## src/rtl/laneDupPkg.sv

```systemverilog
package laneDupPkg;
  typedef struct packed {
    logic loadEn;     // capture a new result this cycle
    logic pickLow;    // choose the low half as the valid half
    logic replicate;  // copy the chosen half into both halves
  } laneStrobes_t;
endpackage

```

## src/rtl/laneDupCtrl.sv

```systemverilog
module laneDupCtrl
  import laneDupPkg::*;
#(
  parameter int MODE_W  = 2,
  parameter int DUP_BIT = 1
) (
  input  logic              inValid,
  input  logic              ptrBit1,
  input  logic [MODE_W-1:0] bplMode,
  input  logic [MODE_W-1:0] sprMode,
  input  logic              isSprite,
  input  logic              legacyMode,
  output laneStrobes_t      strobes
);
  logic [MODE_W-1:0] activeMode;

  always_comb begin
    activeMode        = isSprite ? sprMode : bplMode;
    strobes.loadEn    = inValid;
    strobes.pickLow   = ptrBit1;
    // An unaligned pointer, a wide mode that fetches one half, or the narrow
    // legacy path all leave one valid half to be duplicated.
    strobes.replicate = ptrBit1 | activeMode[DUP_BIT] | legacyMode;
  end
endmodule

```

## src/rtl/laneDupData.sv

```systemverilog
module laneDupData
  import laneDupPkg::*;
#(
  parameter int HALF_W = 16
) (
  input  logic                clk,
  input  logic                rst_n,
  input  laneStrobes_t        strobes,
  input  logic [2*HALF_W-1:0] rawWord,
  output logic                outValid,
  output logic [2*HALF_W-1:0] outWord,
  output logic [HALF_W-1:0]   outHalf
);
  localparam int WORD_W = 2 * HALF_W;

  logic [HALF_W-1:0] lowHalf;
  logic [HALF_W-1:0] highHalf;
  logic [HALF_W-1:0] chosenHalf;
  logic [WORD_W-1:0] nextWord;

  always_comb begin
    lowHalf    = rawWord[HALF_W-1:0];
    highHalf   = rawWord[WORD_W-1:HALF_W];
    chosenHalf = strobes.pickLow ? lowHalf : highHalf;
    nextWord   = strobes.replicate ? {chosenHalf, chosenHalf} : rawWord;
  end

  always_ff @(posedge clk) begin
    if (!rst_n) begin
      outValid <= 1'b0;
      outWord  <= '0;
      outHalf  <= '0;
    end else begin
      outValid <= strobes.loadEn;
      if (strobes.loadEn) begin
        outWord <= nextWord;
        outHalf <= chosenHalf;
      end
    end
  end
endmodule

```

## src/rtl/wordLaneReplicator.sv

```systemverilog
module wordLaneReplicator
  import laneDupPkg::*;
#(
  parameter int HALF_W  = 16,
  parameter int MODE_W  = 2,
  parameter int DUP_BIT = 1
) (
  input  logic                clk,
  input  logic                rst_n,
  input  logic                inValid,
  input  logic [2*HALF_W-1:0] rawWord,
  input  logic                ptrBit1,
  input  logic [MODE_W-1:0]   bplMode,
  input  logic [MODE_W-1:0]   sprMode,
  input  logic                isSprite,
  input  logic                legacyMode,
  output logic                outValid,
  output logic [2*HALF_W-1:0] outWord,
  output logic [HALF_W-1:0]   outHalf
);
  laneStrobes_t strobes;

  laneDupCtrl #(.MODE_W(MODE_W), .DUP_BIT(DUP_BIT)) ctrl_i (
    .inValid(inValid), .ptrBit1(ptrBit1), .bplMode(bplMode),
    .sprMode(sprMode), .isSprite(isSprite), .legacyMode(legacyMode),
    .strobes(strobes)
  );

  laneDupData #(.HALF_W(HALF_W)) data_i (
    .clk(clk), .rst_n(rst_n), .strobes(strobes), .rawWord(rawWord),
    .outValid(outValid), .outWord(outWord), .outHalf(outHalf)
  );
endmodule

```

## config.mk

```make
export PLATFORM = sky130hd
export DESIGN_NAME = wordLaneReplicator
export DESIGN_NICKNAME = d
export VERILOG_FILES = /design/src/rtl/laneDupPkg.sv /design/src/rtl/laneDupCtrl.sv /design/src/rtl/laneDupData.sv /design/src/rtl/wordLaneReplicator.sv
export SDC_FILE = /design/constraint.sdc
export NUM_CORES = 1
export LEC_CHECK = 0
export ABC_AREA = 1
export ABC_CLOCK_PERIOD_IN_PS = 1340
export BUFFER_PORTS_ARGS = -buffer_cell sky130_fd_sc_hd__buf_2
export CAP_MARGIN = 20
export CORE_MARGIN = 2
export CORE_UTILIZATION = 50
export CTS_BUF_LIST = sky130_fd_sc_hd__clkbuf_8
export CTS_CLUSTER_SIZE = 25
export DETAILED_ROUTE_END_ITERATION = 10
export GPL_ROUTABILITY_DRIVEN = 0
export PLACE_DENSITY = 0.95
export SLEW_MARGIN = 20
export SYNTH_ARGS = -nofsm -noshare
export SYNTH_HDL_FRONTEND = slang
export SYNTH_SLANG_ARGS = --single-unit
export TNS_END_PERCENT = 1
```

## constraint.sdc

```tcl
create_clock -name clk -period 1.34 [get_ports clk]
set_input_delay 0.134 -clock clk [delete_from_list [all_inputs] [get_ports clk]]
set_output_delay 0.134 -clock clk [all_outputs]
set_load 0.1 [all_outputs]
```

# Yosys cells after proc, flatten, opt, wreduce, memory -nomap -nowiden

Index checks and enable logic that the tools add are counted.

Bitwise operators: 2
Muxes and demuxes: 3

Operator list:

| kind               | number |
|---|---|
| 32-bit two-way mux | 1 |
| 16-bit two-way mux | 1 |
| 2-bit two-way mux  | 1 |
| 1-bit bitwise OR   | 2 |

Input port bits: 42
Word-level logic and storage cells: 8
Output and inout port bits: 49
Bits in registers: 49

# Depth between registers and ports, before layout

Depth after elaboration: 4
Depth in mapped cells: 9

# Hierarchy

A second synthesis with hierarchy kept.

Cells, all modules: 356
Area total of the unflattened synthesis: 2,507.4 um^2

By module, submodules not included:

| module      | sequential area each (um^2) | area each (um^2) | cells each | times used |
|---|---|---|---|---|
| laneDupData | 980.9                       | 2,472.4          | 349        | 1 |
| laneDupCtrl | 0.0                         | 35.0             | 7          | 1 |

# Worst setup path after synthesis

OpenSTA, ideal clock, no wires.

Kind: reg-to-output
From: reg, netlist name data_i.outHalf[0]
To: out outWord[16]
Path slack: -168 ps
Data arrival time: 1,374 ps
Stages on the path, launching flop included: 2
Required time: 1,206 ps
Cells stage by stage: dfxtp_1 buf_4

RTL lines:

| what      | RTL line                 | RTL |
|---|---|---|
| to (decl) | wordLaneReplicator.sv:18 | `output logic [2*HALF_W-1:0] outWord,` |

# Final worst setup path

From: reg data_i.outHalf[7]
To: out outHalf[7]

RTL lines:

| what                   | RTL line                 | RTL |
|---|---|---|
| from (decl)            | laneDupData.sv:12        | `output logic [HALF_W-1:0] outHalf` |
| from (signal assigned) | laneDupData.sv:37        | `outHalf <= chosenHalf;` |
| to (decl)              | wordLaneReplicator.sv:19 | `output logic [HALF_W-1:0] outHalf` |

No word-level cell between the ends.

==> results.md <==
- Status: complete, no violations
- Post-route minimum period: 1.25 ns
- Final Instance Area: 0.00236 sq mm
- Synth cell types: 16
- Crit path max fanout: 3
- #FFs+latches synth: 34
- Slowest CP cell: buf_2
- Post-CTS Setup Inserts: 0
- Mapped Cells: ~300
- CTS Buffer Depth: 2
- Static Leakage: 1.47 nW
- Async SR Flop Fraction: 0%
- Die Ht: 65.4 microns
- WHS Path Cells: 3
- Synth cell count leaders: nand2_1 (79), nor2_1 (62), inv_1 (35)
- H-tree depth: 2
- Synth area leaders: dfxtp_1 (36%), nand2_1 (16%), nor2_1 (12%)
- Setup WS pre-CTS: 0.241 ns
- Clock Power Share: 27.4%
- RR Startpoint: data_i.outWord[30]
- CP delay by family, top: buffers and inverters
- First-pass GRT wire length: 8070 microns
- # setup viols final: 0
- Synth area leader: dfxtp_1
- Top-count cell post-synth: nand2_1
- Maximum vdd ir drop: about 0.76 mV
- Slew @ Worst Pin: 0.502 ns
- Post-CTS Hold Buffers: 0
- Clk Latency, worst-skew pair: 0.28 ns
- DP Cell Count: 410
- Final hold vios: 0
- Synth warn: 0
- Post-synth top flop: dfxtp_1
- Worst setup margin: 0.0900 ns
- Total power per unit cell area: 1410 mW/mm^2
- Post-DRT Antenna Nets: 0
- Pins Over Slew Limit: 0
- Worst EP arrival: 1.12 ns
- Vias per inst: 4.94
- Worst Path Required: about 1.2 ns
- Pin count of the biggest net entering global routing: 31
- Gr usage total: between 20% and 30%
- Starting DRT DRC Count: between 100 and 150
- Clock sinks: 34
- Max transition margin: 66.8%
- Core Footprint: between 0.003 and 0.004 sq mm
- Antenna cells: 0
- Initial Util: 51.9%
- Drt wl/cell: 11.7 microns
- Startpoint types: flip-flop
- Die Wd: about 65 microns
- Total CTS buffers: 5
- Post-route insts no fill: approximately 420
- Hold path startpoint: rst_n
- Comb power frac: 38.8%
- Switching share of power: 44.2%
- Worst Hold Margin: around 0.094 ns
- Avg Inst Size Synth: approximately 6.3 sq um
- Area Growth Syn to Fin: 25.3%
- Die Footprint: around 0.0043 sq mm
- Crit path cell chain: buf_2
- Hold Path Sink: data_i.outValid
- Psw: approximately 0.0015 W
- DRC Markers: 0
- Root buffer cell: clkbuf_8
- Port bufs: 88
- Min-delay worst type: primary input to flip-flop
- RSZ-0062 raised after global routing: false
- Crit Path Category: flip-flop to primary output
- Max Freq: ~0.80 GHz
- Syn nets: ~340
- Placed Instance Area: 0.00226 sq mm
- CP endpoint kind: primary output
- Crit share post-route: 93.3%
- Share of cells above drive strength 1: 29.5%
- DP HPWL: 3550 microns
- # Max-Cap Violations: 0
- CTS tree: built
- Antenna violations before repair: 0
- Final Skew: 0 ns
- Synthesized area: ~0.0019 sq mm
- # nets final: 411
- Flop pwr share: about a third
- Post-synthesis sequential area ratio: 36.1%
- Internal Power: 0.00187 W
- Vias in the first global route: 1903
- Clk slew on worst S/H paths: around 0.07 ns
- Worst R2R End: data_i.outWord[30]
- EDFF count, synth: 0
- Post_cts resized: 0
- Vias: slightly above 2000
- Worst R2R Path Depth: 4
- FF-to-FF setup slack: 0.62 ns
- # rows: 22
- Post-synth top area share: 36.1%
- TritonRoute pass-1 iters: 4
- GR Overflow Total: 0
- Final WL: 4910 microns
- Buf/Inv on CP: 1
- Boundary Pins: 91
- Largest stage delay on the critical path: 0.45 ns
==> worst max-delay path by stage <==
| stage | start | end | slack (ns) | cells past startpoint |
|---|---|---|---|---|
| after floorplan | data_i.outHalf[1] | outWord[17] | -0.17 | 1 |
| after global placement | inValid | data_i.outWord[27] | 0.26 | 4 |
| after detailed placement | inValid | data_i.outWord[27] | 0.24 | 4 |
| after CTS | data_i.outHalf[7] | outHalf[7] | 0.08 | 1 |
| after global routing | data_i.outHalf[1] | outWord[17] | 0.07 | 1 |
| final | data_i.outHalf[7] | outHalf[7] | 0.09 | 1 |
==> power by group through the flow <==
stage          Combinational (W)  Clock (W)  Sequential (W)
6_report                 0.00130   0.000918         0.00113
5_1_grt                  0.00137   0.000978         0.00114
4_1_cts                  0.00130   0.000930         0.00113
3_5_place_dp             0.00129          0         0.00115
3_3_place_gp             0.00128          0         0.00115
2_1_floorplan           0.000561          0         0.00169
==> flip-flops by register name, summed over array words and instances (netlist names) <==
signal           flops
data_i.outHalf      11
data_i.outValid      1
data_i.outWord      22
==> metrics by stage <==
stage / setup TNS (ns) / total power (W) / utilization [%]
after floorplan: -2.35 / 0.00225 / -
after global placement: 0 / 0.00243 / 62.1
after detailed placement: 0 / 0.00244 / 62.1
after CTS: 0 / 0.00336 / 65.1
after global routing: 0 / 0.00348 / 65.1
final: 0 / 0.00334 / 65.1
==> layout by cell type (no fill, tap or decap) <==
cell type,netlist,routed
buf_2,9,88
nand2_1,79,79
nor2_1,62,62
inv_1,35,35
dfxtp_1,34,33
o21ai_0,18,18
nand4_1,17,17
nand3_1,16,16
clkbuf_8,0,5
buf_4,17,5
nand2_2,2,2
clkinv_2,0,2
buf_12,0,2
inv_2,1,1
nor2_8,1,1
a21oi_1,1,1
nand3_4,1,1
bufinv_16,0,1
dfxtp_2,0,1
==> kinds of logic (layout without fill, tap and decap cells) <==
kind of cell	count (synthesis)	count (layout)	synth area share (%)
AND/OR/NAND/NOR	178	178	40.6
buffers and inverters	68	139	18.3
flip-flops	34	34	36.1
AO/OA/AOI/OAI	19	19	5.04
==> cell type report <==
| type | count | area, sq um |
|---|---|---|
| multi-input cells | 197 | 861 |
| flip-flops and latches | 34 | 682 |
| well taps | 48 | 60.1 |
| repair buffers | 95 | 518 |
| inverters | 36 | 135 |
| clock inverters | 3 | 40.0 |
| clock buffers | 5 | 68.8 |
| fillers | 340 | 1270 |
==> metal layers <==
| metal | up-vias | global-route usage (%) | wire length, microns |
|---|---|---|---|
| met1 | 920 | 28.9 | 1980 |
| met5 | - | 0 | 0 |
| met3 | 5 | 3.25 | 384 |
| met4 | 0 | 11.7 | 60 |
| li1 | 1043 | - | - |
| met2 | 99 | 42.0 | 2480 |
No activity file was read; power rests on OpenSTA's default activity.
